**src/rtl/pbm_pkg.sv**
```systemverilog
package pbm_pkg;
  localparam int OFF_W  = 13;
  localparam int BANK_W = 7;
  localparam int RAM_W  = 3;
  localparam int SLOTS  = 4;

  localparam logic [4:0] REG_MODE    = 5'h00;
  localparam logic [4:0] REG_PROT_A  = 5'h02;
  localparam logic [4:0] REG_PROT_B  = 5'h03;
  localparam logic [4:0] REG_RAM_WIN = 5'h13;

  localparam logic [1:0] UNLOCK_A = 2'd2;
  localparam logic [1:0] UNLOCK_B = 2'd1;

  typedef enum logic [1:0] {
    SZ_32K = 2'd0,
    SZ_16K = 2'd1,
    SZ_MIX = 2'd2,
    SZ_8K  = 2'd3
  } size_mode_e;

  typedef struct packed {
    logic              is_ram;
    logic [BANK_W-1:0] bank;
  } win_t;

  function automatic logic [BANK_W-1:0] rom_mask_f(int n);
    int p;
    p = 1;
    for (int i = 0; i <= BANK_W; i++) if (p < n) p = p * 2;
    return BANK_W'(p - 1);
  endfunction

  function automatic win_t rom_win(logic [BANK_W-1:0] b);
    win_t w;
    w.is_ram = 1'b0;
    w.bank   = b;
    return w;
  endfunction

  function automatic win_t ram_win(logic [RAM_W-1:0] b);
    win_t w;
    w.is_ram = 1'b1;
    w.bank   = BANK_W'(b);
    return w;
  endfunction
endpackage

```
**src/rtl/pbm_ctrl_regs.sv**
```systemverilog
module pbm_ctrl_regs
  import pbm_pkg::*;
(
  input  logic             clk_i,
  input  logic             rst_ni,
  input  logic             reg_we_i,
  input  logic [4:0]       reg_addr_i,
  input  logic [RAM_W-1:0] reg_data_i,
  output size_mode_e       mode_o,
  output logic [1:0]       prot_a_o,
  output logic [1:0]       prot_b_o,
  output logic [RAM_W-1:0] ram_win_o,
  output logic             slot_we_o,
  output logic [1:0]       slot_o
);
  always_ff @(posedge clk_i or negedge rst_ni) begin
    if (!rst_ni) begin
      mode_o    <= SZ_8K;
      prot_a_o  <= UNLOCK_A;
      prot_b_o  <= UNLOCK_B;
      ram_win_o <= '0;
    end else if (reg_we_i) begin
      case (reg_addr_i)
        REG_MODE:    mode_o    <= size_mode_e'(reg_data_i[1:0]);
        REG_PROT_A:  prot_a_o  <= reg_data_i[1:0];
        REG_PROT_B:  prot_b_o  <= reg_data_i[1:0];
        REG_RAM_WIN: ram_win_o <= reg_data_i;
        default: ;
      endcase
    end
  end

  // offsets 0x14..0x17 carry the slot bank registers
  assign slot_we_o = reg_we_i && (reg_addr_i[4:2] == 3'b101);
  assign slot_o    = reg_addr_i[1:0];
endmodule

```
**src/rtl/pbm_slot_decode.sv**
```systemverilog
module pbm_slot_decode
  import pbm_pkg::*;
(
  input  size_mode_e       mode_i,
  input  logic             slot_we_i,
  input  logic [1:0]       slot_i,
  input  logic [7:0]       data_i,
  output logic [SLOTS-1:0] upd_o,
  output win_t [SLOTS-1:0] nxt_o
);
  logic              is_rom;
  logic [BANK_W-1:0] v8, v16, v32;
  logic [RAM_W-1:0]  r8, r16;

  always_comb begin
    is_rom = data_i[7];
    v8     = data_i[6:0];
    v16    = {data_i[6:1], 1'b0};
    v32    = {data_i[6:2], 2'b00};
    r8     = data_i[2:0];
    r16    = {data_i[2:1], 1'b0};
    upd_o  = '0;
    nxt_o  = '0;
    if (slot_we_i) begin
      unique case (mode_i)
        SZ_32K: begin
          if (slot_i == 2'd3 && is_rom)
            for (int i = 0; i < SLOTS; i++) begin
              upd_o[i] = 1'b1;
              nxt_o[i] = rom_win(v32 | BANK_W'(i));
            end
        end
        SZ_16K, SZ_MIX: begin
          if (slot_i == 2'd1) begin
            for (int i = 0; i < 2; i++) begin
              upd_o[i] = 1'b1;
              nxt_o[i] = is_rom ? rom_win(v16 | BANK_W'(i)) : ram_win(r16 | RAM_W'(i));
            end
          end else if (mode_i == SZ_16K) begin
            if (slot_i == 2'd3 && is_rom)
              for (int i = 2; i < 4; i++) begin
                upd_o[i] = 1'b1;
                nxt_o[i] = rom_win(v16 | BANK_W'(i - 2));
              end
          end else if (slot_i == 2'd2) begin
            upd_o[2] = 1'b1;
            nxt_o[2] = is_rom ? rom_win(v8) : ram_win(r8);
          end else if (slot_i == 2'd3 && is_rom) begin
            upd_o[3] = 1'b1;
            nxt_o[3] = rom_win(v8);
          end
        end
        SZ_8K: begin
          if (slot_i != 2'd3 || is_rom) begin
            upd_o[slot_i] = 1'b1;
            nxt_o[slot_i] = is_rom ? rom_win(v8) : ram_win(r8);
          end
        end
        default: ;
      endcase
    end
  end
endmodule

```
**src/rtl/pbm_window_file.sv**
```systemverilog
module pbm_window_file
  import pbm_pkg::*;
#(
  parameter logic [BANK_W-1:0] RESET_BANK = '1
) (
  input  logic             clk_i,
  input  logic             rst_ni,
  input  logic [SLOTS-1:0] upd_i,
  input  win_t [SLOTS-1:0] nxt_i,
  output win_t [SLOTS-1:0] win_o
);
  for (genvar g = 0; g < SLOTS; g++) begin : g_win
    always_ff @(posedge clk_i or negedge rst_ni) begin
      if (!rst_ni)       win_o[g] <= rom_win(RESET_BANK);
      else if (upd_i[g]) win_o[g] <= nxt_i[g];
    end
  end
endmodule

```
**src/rtl/pbm_xlate.sv**
```systemverilog
module pbm_xlate
  import pbm_pkg::*;
#(
  parameter logic [BANK_W-1:0] ROM_MASK = '1,
  localparam int PHYS_W = BANK_W + OFF_W
) (
  input  logic [15:0]       cpu_addr_i,
  input  logic              cpu_wr_i,
  input  win_t [SLOTS-1:0]  win_i,
  input  logic [RAM_W-1:0]  ram_win_i,
  input  logic [1:0]        prot_a_i,
  input  logic [1:0]        prot_b_i,
  output logic              hit_o,
  output logic              sel_ram_o,
  output logic              mem_we_o,
  output logic [PHYS_W-1:0] phys_addr_o
);
  logic [2:0]        region;
  win_t              cur;
  logic [BANK_W-1:0] bank;
  logic              unlocked;

  always_comb begin
    region   = cpu_addr_i[15:13];
    hit_o    = region >= 3'd3;
    cur      = (region == 3'd3) ? ram_win(ram_win_i) : win_i[region[1:0]];
    bank     = cur.is_ram ? {{(BANK_W-RAM_W){1'b0}}, cur.bank[RAM_W-1:0]}
                          : (cur.bank & ROM_MASK);
    unlocked = (prot_a_i == UNLOCK_A) && (prot_b_i == UNLOCK_B);
    if (hit_o) begin
      sel_ram_o   = cur.is_ram;
      phys_addr_o = {bank, cpu_addr_i[OFF_W-1:0]};
    end else begin
      sel_ram_o   = 1'b0;
      phys_addr_o = '0;
    end
    mem_we_o = hit_o && cur.is_ram && cpu_wr_i && unlocked;
  end
endmodule

```
**src/rtl/pbm_mapper.sv**
```systemverilog
module pbm_mapper
  import pbm_pkg::*;
#(
  parameter int ROM_BANKS = 20
) (
  input  logic                    clk_i,
  input  logic                    rst_ni,
  input  logic                    reg_we_i,
  input  logic [4:0]              reg_addr_i,
  input  logic [7:0]              reg_data_i,
  input  logic [15:0]             cpu_addr_i,
  input  logic                    cpu_wr_i,
  output logic                    hit_o,
  output logic                    sel_ram_o,
  output logic                    mem_we_o,
  output logic [BANK_W+OFF_W-1:0] phys_addr_o
);
  localparam logic [BANK_W-1:0] ROM_MASK   = rom_mask_f(ROM_BANKS);
  localparam logic [BANK_W-1:0] RESET_BANK = BANK_W'(ROM_BANKS - 1) & ROM_MASK;

  size_mode_e       mode_q;
  logic [1:0]       prot_a_q, prot_b_q;
  logic [RAM_W-1:0] ram_win_q;
  logic             slot_we;
  logic [1:0]       slot;
  logic [SLOTS-1:0] upd;
  win_t [SLOTS-1:0] nxt, win_q;
  logic [SLOTS-1:0] win_ram_q;

  pbm_ctrl_regs u_regs (
    .clk_i      (clk_i),
    .rst_ni     (rst_ni),
    .reg_we_i   (reg_we_i),
    .reg_addr_i (reg_addr_i),
    .reg_data_i (reg_data_i[RAM_W-1:0]),
    .mode_o     (mode_q),
    .prot_a_o   (prot_a_q),
    .prot_b_o   (prot_b_q),
    .ram_win_o  (ram_win_q),
    .slot_we_o  (slot_we),
    .slot_o     (slot)
  );

  pbm_slot_decode u_dec (
    .mode_i    (mode_q),
    .slot_we_i (slot_we),
    .slot_i    (slot),
    .data_i    (reg_data_i),
    .upd_o     (upd),
    .nxt_o     (nxt)
  );

  pbm_window_file #(.RESET_BANK(RESET_BANK)) u_win (
    .clk_i  (clk_i),
    .rst_ni (rst_ni),
    .upd_i  (upd),
    .nxt_i  (nxt),
    .win_o  (win_q)
  );

  pbm_xlate #(.ROM_MASK(ROM_MASK)) u_xl (
    .cpu_addr_i  (cpu_addr_i),
    .cpu_wr_i    (cpu_wr_i),
    .win_i       (win_q),
    .ram_win_i   (ram_win_q),
    .prot_a_i    (prot_a_q),
    .prot_b_i    (prot_b_q),
    .hit_o       (hit_o),
    .sel_ram_o   (sel_ram_o),
    .mem_we_o    (mem_we_o),
    .phys_addr_o (phys_addr_o)
  );

  always_comb
    for (int i = 0; i < SLOTS; i++) win_ram_q[i] = win_q[i].is_ram;
endmodule

```
**config.mk**
```make
export PLATFORM = sky130hd
export DESIGN_NAME = pbm_mapper
export DESIGN_NICKNAME = d
export VERILOG_FILES = /design/src/rtl/pbm_pkg.sv /design/src/rtl/pbm_ctrl_regs.sv /design/src/rtl/pbm_slot_decode.sv /design/src/rtl/pbm_window_file.sv /design/src/rtl/pbm_xlate.sv /design/src/rtl/pbm_mapper.sv
export SDC_FILE = /design/constraint.sdc
export NUM_CORES = 1
export LEC_CHECK = 0
export CORE_ASPECT_RATIO = 0.8
export CORE_UTILIZATION = 40
export CTS_CLUSTER_DIAMETER = 100
export CTS_CLUSTER_SIZE = 30
export DETAILED_ROUTE_END_ITERATION = 16
export DONT_BUFFER_PORTS = 1
export PLACE_DENSITY = 0.55
export SYNTH_ARGS = -nofsm -noshare
export SYNTH_HDL_FRONTEND = slang
export SYNTH_SLANG_ARGS = --single-unit
```
**constraint.sdc**
```tcl
create_clock -name clk_i -period 4.3 [get_ports clk_i]
set_clock_uncertainty 0.15 [all_clocks]
set_input_delay 0.645 -clock clk_i [delete_from_list [all_inputs] [get_ports clk_i]]
set_output_delay 0.645 -clock clk_i [all_outputs]
set_load 0.1 [all_outputs]
```
---- Yosys cells after proc, flatten, opt, wreduce, memory -nomap -nowiden ----
Cells that the tools add are included.
word-level totals
  bits in registers ....................... 41
  output and inout bits ................... 23
  word-level logic and storage cells ...... 81
operators by class
  magnitude comparators ................... 4
  equal/unequal tests ..................... 14
  mux-type cells .......................... 35
  bitwise gates (word level) .............. 1
  reductions and logical operators ........ 15
operators with widths
  operator                                                                       count
  32-bit one-hot mux with 3 select lines                                         1
  32-bit two-way mux                                                             2
  8-bit two-way mux                                                              8
  16-bit two-way mux                                                             3
  32-bit AND                                                                     1
  31-bit two-way mux                                                             1
  20-bit two-way mux                                                             1
  8-bit binary-select mux with 2-bit select                                      1
  8-bit demux with 2-bit select                                                  1
  15-bit two-way mux                                                             1
  4-bit two-way mux                                                              3
  4-bit one-hot mux with 3 select lines                                          1
  2-bit equality test (second input constant)                                    5
  5-bit by 2-bit equality test with 1-bit output (second input constant)         2
  2-bit two-way mux                                                              4
  2-bit AND reduction                                                            4
  1-bit logical AND                                                              7
  7-bit two-way mux                                                              1
  2-bit by 1-bit equality test with 1-bit output (second input constant)         3
  2-bit by 3-bit less-than comparator with 1-bit output (second input constant)  2
  5-bit equality test (second input constant)                                    1
  5-bit logical NOT                                                              1
  1-bit two-way mux                                                              5
  5-bit two-way mux                                                              1
  other kinds (9)                                                                9

---- Depth between registers and ports, before layout ----
Gate-level depths: netlist of run 1.
  word-level depth ........................ 8
  mapped depth ............................ 7
  gate-level depth less buffers ........... 6

---- Hierarchy ----
Synthesis of run 1 repeated with hierarchy kept, for this count alone.
second synthesis, totals
  cell total of the unflattened synthesis .. 250
  area total of the unflattened synthesis .. 2692.6 µm²
modules (own cells, without submodules)
  module           times used  cells each  area each (µm²)  seq. area each (µm²)
  pbm_window_file  1           68          1341.3           815.8
  pbm_slot_decode  1           93          513.0            0.0
  pbm_xlate        1           59          421.7            0.0
  pbm_ctrl_regs    1           30          416.6            230.2

---- Least setup slack after synthesis of run 1 ----
Ideal clock, no wire load.
  path kind ............................... input-to-output
  start ................................... input cpu_addr_i[13]
  end ..................................... output phys_addr_o[15]
  arrival ................................. 3.348 ns
  required time ........................... 3.505 ns
  setup slack ............................. 0.157 ns
  cell stages on the path ................. 4
  path buffers ............................ 2
  cell sequence ........................... clkbuf_1 -> buf_2 -> mux2i_1 -> o21ai_0
on the way
  cells in the longest elaborated chain, start to end .. 5
  elaborated cells on any way between the ends .. 7
ends and longest elaborated chain
  element                                    line              source
  start: declaration                         pbm_mapper.sv:11  input logic [15:0] cpu_addr_i,
  8-bit binary-select mux with 2-bit select  pbm_xlate.sv:26   cur = (region == 3'd3) ? ram_win(ram_win_i) : win_i[region[1:0]];
  8-bit two-way mux (implied by the code)    pbm_xlate.sv:26
  8-bit two-way mux                          pbm_xlate.sv:26
  5-bit two-way mux                          pbm_xlate.sv:27   bank = cur.is_ram ? {{(BANK_W-RAM_W){1'b0}}, cur.bank[RAM_W-1:0]}
  20-bit two-way mux *                       pbm_xlate.sv:30   if (hit_o) begin
  end: declaration                           pbm_mapper.sv:16  output logic [BANK_W+OFF_W-1:0] phys_addr_o
Mark *: on every way between the ends. The rest lies on a longest branch, timed or not. The select of a mux whose other input is x is not followed.

---- Worst setup path in the final report of run 1 ----
  start ................................... register u_regs.prot_a_o[1]
  end ..................................... output mem_we_o
on the way
  cells in the longest elaborated chain, start to end .. 3
ends and longest elaborated chain
  element                   line                 source
  start: declaration        pbm_ctrl_regs.sv:10  output logic [1:0] prot_a_o,
  start signal: assignment  pbm_ctrl_regs.sv:25  REG_PROT_A: prot_a_o <= reg_data_i[1:0];
  2-bit equality test       pbm_xlate.sv:29      unlocked = (prot_a_i == UNLOCK_A) && (prot_b_i == UNLOCK_B);
  1-bit logical AND         pbm_xlate.sv:29
  1-bit logical AND         pbm_xlate.sv:37      mem_we_o = hit_o && cur.is_ram && cpu_wr_i && unlocked;
  end: declaration          pbm_mapper.sv:15     output logic mem_we_o,
Every way passes these cells.

==> summary.txt, run 1 <==
Max incr delay on CP: 0.89 ns
Drt first-iter violations: 121
Number of enable flip-flop cells after synthesis: 0
Share of the synthesized area in the top cell type: 20.9%
Reg clk slew, reported paths: 0.06 ns
Core box area: 0.00471 mm^2
Asr flop ratio synth: 100%
Final Hold Fails: 0
Die width: 81.4 um
Reg2reg path depth: 5
Final setup viols: 0
Drt first pass iters: 4
Power Internal: 0.592 mW
Via count: 1438
Synthesized area: 0.00202 mm^2
Hpwl dp: 3420 um
Power Dens Cells: 424 mW/mm^2
Gpl congestion: 0.869
Synth Warn #: 0
H-tree levels: 2
Sw frac: 36.6%
ANT cells: 0
Status: finished, final reports clean
Internal reg-to-reg setup slack: 1.91 ns
Synth top area cells: dfstp_2 21%, dfrtp_1 20%, mux2_2 11%, nor2b_1 6.5%, mux2i_1 5.5%
Period utilization: 65.5%
Gr usage total: 19.8%
Die area: 0.00533 mm^2
Clk pwr share: 25.0%
Crit path DAT: 2.02 ns
CTS sink cnt: 32
Post-Syn Area per Cell: 10.4 um^2
Post-synthesis instance total: 193
Minimum clock period: 2.82 ns
Clock buffer depth: 2
Total power draw: 0.933 mW
TritonCTS clock tree: built
Die Span Y: 65.5 um
Later-pin clock latency in the skew report: 0.28 ns
CP endpoint kind: output port
P_sw: 0.341 mW
First-pass GRT wire length: 7630 um
Setup ws final: 1.48 ns
Slew of the pin with the lowest slew margin: 1.18 ns
RSZ-0062 raised after global routing: no
Share of cells above drive strength 1: 39.2%
Setup TNS: 0 ns
Row count: 22
CTS Root Cell: clkbuf_8
Max Cap Violations: 0
Max VDD drop: 0.241 mV
Layout net count: 229
Overflow after GRT: 0
Initial Util: 42.8%
Comb pwr share: 32.7%
Critical-path maximum fanout: 2
Sequential-to-total area share from yosys stat: 40.7%
P&R area growth vs syn: 9.25%
Vias in the first global route: 1474
CP Launch Type: flip-flop
Worst Path Required: 3.50 ns
Most common cell in the netlist: nor2b_1
Reg power frac: 42.3%
Final wirelength: 4730 um
Filler instances: 448
Port bufs: 0
Pleak: 0.958 nW
Post-CTS setup buffer count: 0
Via density: 5.66
Slowest CP cell: a21oi_2
WS Path Type: reg2out
CP cell instances: nor3b_1 > nand3_1 > a21oi_2
Top FF cell, synth: dfstp_2
Setup WS pre-CTS: 1.59 ns
# IOs: 56
Rel. slew slack: 21.5%
Final ANT Viol Nets: 0
Post-synth top area cell: dfstp_2
Maximum clock rate: 355 MHz
Slew Limit Fails: 0
Commonest cells post-synth: 21 x nor2b_1, 19 x mux2_2, 16 x dfrtp_1, 16 x dfstp_2, 12 x a21oi_1
Worst min path class: in2async
Drt wl/cell: 18.6 um
Largest net degree at the start of global routing: 18
Drt drc: 0
Total CTS buffers: 5
Initial antenna violation count: 0
Synth cell types: 46
Synthesized flop and latch total: 32
layout make-up:
class / instances / area (um^2) / area share [%]
timing repair buffer: 3 / 25.0 / 1.14
inverter: 10 / 37.5 / 1.70
multi-input combinational: 141 / 1150 / 52.4
clock buffer: 8 / 90.1 / 4.09
sequential: 32 / 821 / 37.3
tap: 60 / 75.1 / 3.41
path summary, 6_finish.rpt:
path	from	end
max in group asynchronous	rst_ni	u_win.win_o[10]
min in group clk_i	reg_data_i[7]	u_win.win_o[7]
setup reg to reg	u_regs.mode_o[1]	u_win.win_o[26]
hold reg to reg	u_win.win_o[17]	u_win.win_o[17]
hold / removal	rst_ni	u_win.win_o[16]
setup / recovery	u_regs.prot_a_o[1]	mem_we_o
cell families after synthesis:
kind of cell | share of synthesized area (%)
AOI/OAI and AO/OA | 11.4
adders and majority gates | 1.86
xor gates and xnor gates | 0.435
and+or+nand+nor | 19.1
buffers and inverters | 4.84
muxes | 21.5
DFF | 40.7
other | 0.186
cell usage in the layout (no fill, tap or decap), drive strengths merged, types with 3 or more instances in the layout:
cell type / instances
nand2b: 5
mux2i: 11
dfstp: 16
nor2b: 21
nor2: 10
clkbuf: 8
or3: 3
and3: 3
inv: 10
mux2: 24
o21ai: 8
nand2: 8
a21oi: 13
ha: 3
dfrtp: 16
nand3: 4
critical path: cells and delay by family, from the launching register on:
kind            cells  cell delay (ns)
simple gates        2             0.34
flops               1             0.52
compound gates      1             0.89
per-stage QoR:
stage                     hold slack, ns  std cells  utilization, %  cell area [um^2]
after global placement             0.200        245            44.7              2100
after CTS                         0.0483        254            46.8              2200
after floorplan                    0.199        194               -              2020
after global routing              0.0355        254            46.8              2200
final                             0.0573        254            46.8              2200
after detailed placement           0.200        245            44.7              2100
power by group through the flow:
stage | clock network [mW] | registers [mW] | logic (mW)
CTS | 0.240 | 0.395 | 0.306
floorplan | 0 | 0.389 | 0.273
detailed placement | 0 | 0.400 | 0.301
global placement | 0 | 0.395 | 0.296
finish | 0.233 | 0.395 | 0.305
global route | 0.259 | 0.401 | 0.329
per-layer routing:
| metal | GRT usage (%) | part of all wire (%) | vias to the layer above | wire [um] |
|---|---|---|---|---|
| met1 | 27.0 | 46 | 718 | 2170 |
| met3 | 5.28 | 5.3 | 4 | 252 |
| met4 | 6.70 | 0.61 | 0 | 29 |
| met2 | 30.1 | 48 | 40 | 2280 |
| li1 | - | - | 676 | - |
| met5 | 0 | 0 | - | 0 |
flip-flops by register name, summed over array words and instances (netlist names):
name / count
u_regs.mode_o: 2
u_regs.prot_b_o: 2
u_regs.prot_a_o: 2
u_regs.ram_win_o: 3
u_win.win_o: 23
repair_timing:
action	in CTS	in global routing
hold endpoints to repair	16	0
gates resized for setup	0	0
hold buffers	1	0
(Power assumes the default switching activity.)
==> inputs of run 2 (changes only) <==
==> constraint.sdc (replaced) <==
create_clock -name clk_i -period 2.83 [get_ports clk_i]
set_clock_uncertainty 0.15 [all_clocks]
set_input_delay 0.4245 -clock clk_i [delete_from_list [all_inputs] [get_ports clk_i]]
set_output_delay 0.4245 -clock clk_i [all_outputs]
set_load 0.1 [all_outputs]
==> summary.txt, run 2 (synthesis results as in run 1) <==
Critical Path End: u_win.win_o[26]
H-tree levels: 2 (unchanged)
Max VDD drop: 0.284 mV (+18%)
Biggest register: u_win.win_o
Pleak: 1.07 nW (+12%)
Die area: 0.00533 mm^2 (unchanged)
CTS sink cnt: 32 (unchanged)
Beginning of the worst hold path: reg_data_i[7]
Via density: 5.51 (-2.7%)
Clock buffer depth: 2 (unchanged)
Reg-to-Reg Start: u_regs.mode_o[1]
Die Span Y: 65.5 um (unchanged)
Share of cells above drive strength 1: 45.4% (+6.2 points)
CP endpoint kind: flip-flop
Status: finished, final reports clean
Port bufs: 0 (unchanged)
Critical-path maximum fanout: 6 (+4)
Reg clk slew, reported paths: 0.07 ns (about the same)
Final Hold Fails: 0 (unchanged)
Most frequent cells in the layout: 23 x buf_4, 19 x mux2_2, 16 x dfstp_2, 16 x dfrtp_1, 15 x nor2b_2
Sw frac: 36.9% (+0.34 points)
Crit path DAT: 2.29 ns (+0.27 ns)
Drt drc: 0 (unchanged)
Final setup viols: 0 (unchanged)
Gpl congestion: 0.773 (-11%)
Reg2reg path depth: 6 (+1)
Core box area: 0.00471 mm^2 (unchanged)
Via count: 1521 (+5.8%)
TritonCTS clock tree: built
Worst min path class: in2reg
Hpwl dp: 3630 um (+6.0%)
Final std cells w/o fill: 276 (+8.7%)
Reg power frac: 42.1% (-0.2 points)
CP Launch Point: u_regs.mode_o[1]
Largest regs: u_win.win_o x23, u_regs.ram_win_o x3
Vias in the first global route: 1430 (-3.0%)
Gr usage total: 19.1% (-0.64 points)
Internal reg-to-reg setup slack: 0.56 ns (-1.35 ns)
Largest net degree at the start of global routing: 33 (+15)
Initial Util: 42.8% (unchanged)
Commonest non-fill, non-tap cell in the layout: buf_4
Die width: 81.4 um (unchanged)
First-pass GRT wire length: 7420 um (-2.7%)
Power Internal: 0.901 mW (+52%)
Final ANT Viol Nets: 0 (unchanged)
Max Cap Violations: 0 (unchanged)
Minimum clock period: 2.27 ns
RSZ-0062 raised after global routing: no
Layout net count: 251 (+9.6%)
WS Path Type: reg2reg
Hold slack: 0.101 ns (+0.0439 ns)
Inst Count DP: 266 (+8.6%)
Period utilization: 80.2%
Drt first-iter violations: 40 (-67%)
Slew of the pin with the lowest slew margin: 0.528 ns (-0.650 ns)
P&R area growth vs syn: 17.6%
Overflow after GRT: 0 (unchanged)
Total CTS buffers: 5 (unchanged)
Rel. slew slack: 64.8% (+43 points)
Later-pin clock latency in the skew report: 0.28 ns (about the same)
Largest register FFs: 23 (unchanged)
CTS Root Cell: clkbuf_8
Final wirelength: 4760 um (+0.74%)
Slew Limit Fails: 0 (unchanged)
Worst Path Required: 2.85 ns (-0.65 ns)
Drt first pass iters: 4 (unchanged)
Worst flop-to-flop path endpoint: u_win.win_o[26]
Maximum clock rate: 441 MHz
Initial antenna violation count: 0 (unchanged)
ANT cells: 0 (unchanged)
Power Dens Cells: 602 mW/mm^2 (+42%)
# IOs: 56 (unchanged)
Drt wl/cell: 17.3 um (-7.3%)
Comb pwr share: 34.7% (+2.0 points)
Clk pwr share: 23.3% (-1.7 points)
CP Launch Type: flip-flop
Row count: 22 (unchanged)
P_sw: 0.527 mW (+54%)
[run 2: worst min path at each step]
stage,end,depth (start not counted)
2_1_floorplan,u_regs.prot_a_o[0],0
3_3_place_gp,u_win.win_o[7],0
3_5_place_dp,u_win.win_o[27],0
4_1_cts,u_win.win_o[7],1
5_1_grt,u_win.win_o[7],1
6_report,u_win.win_o[7],1
[run 2: power groups by stage]
| stage | logic (mW) | registers [mW] | clock network, mW |
|---|---|---|---|
| floorplan | 0.420 | 0.591 | 0 |
| global placement | 0.470 | 0.602 | 0 |
| detailed placement | 0.482 | 0.609 | 0 |
| CTS | 0.498 | 0.601 | 0.340 |
| global route | 0.533 | 0.610 | 0.360 |
| finish | 0.495 | 0.601 | 0.332 |
[run 2: critical path, stage by stage, from the launching register on]
cell,delay (ns)
dfstp_2,0.55
inv_1,0.06
ha_1,0.38
nor2_1,0.12
a211oi_2,0.36
buf_4,0.22
mux2_2,0.33
[run 2: layer usage]
metal	wire, um	share of wire (%)	vias to the layer above	track usage [%]
met5	0	0	-	0
met2	2270	48	55	29.0
li1	-	-	716	-
met4	77	1.6	0	5.36
met3	341	7.2	11	5.69
met1	2080	44	739	26.3
[run 2: cell type report]
type	count	area (um^2)
clock buffer	7	76.3
clock inverter	1	5.00
fill	424	2340
inverter	10	37.5
multi-input combinational	141	1150
sequential	32	821
tap	60	75.1
timing repair buffer	25	203
[run 2: what timing repair did]
| item | 4_1_cts | 5_1_grt |
|---|---|---|
| hold buffers | 2 | 0 |
| hold endpoints to repair | 32 | 0 |
| setup buffers | 0 | 0 |
| gates resized for setup | 0 | 0 |
| setup endpoints to repair | 0 | 0 |
[run 2: through the flow]
step                TNS, ns  area [um^2]  worst slack [ns]  util (%)  total power, mW
detailed placement        0         2260             0.571      48.0             1.09
floorplan             -1.76         2040            -0.182         -             1.01
global route              0         2370             0.427      50.4             1.50
CTS                       0         2370             0.531      50.4             1.44
finish                    0         2370             0.561      50.4             1.43
global placement          0         2260             0.617      48.0             1.07
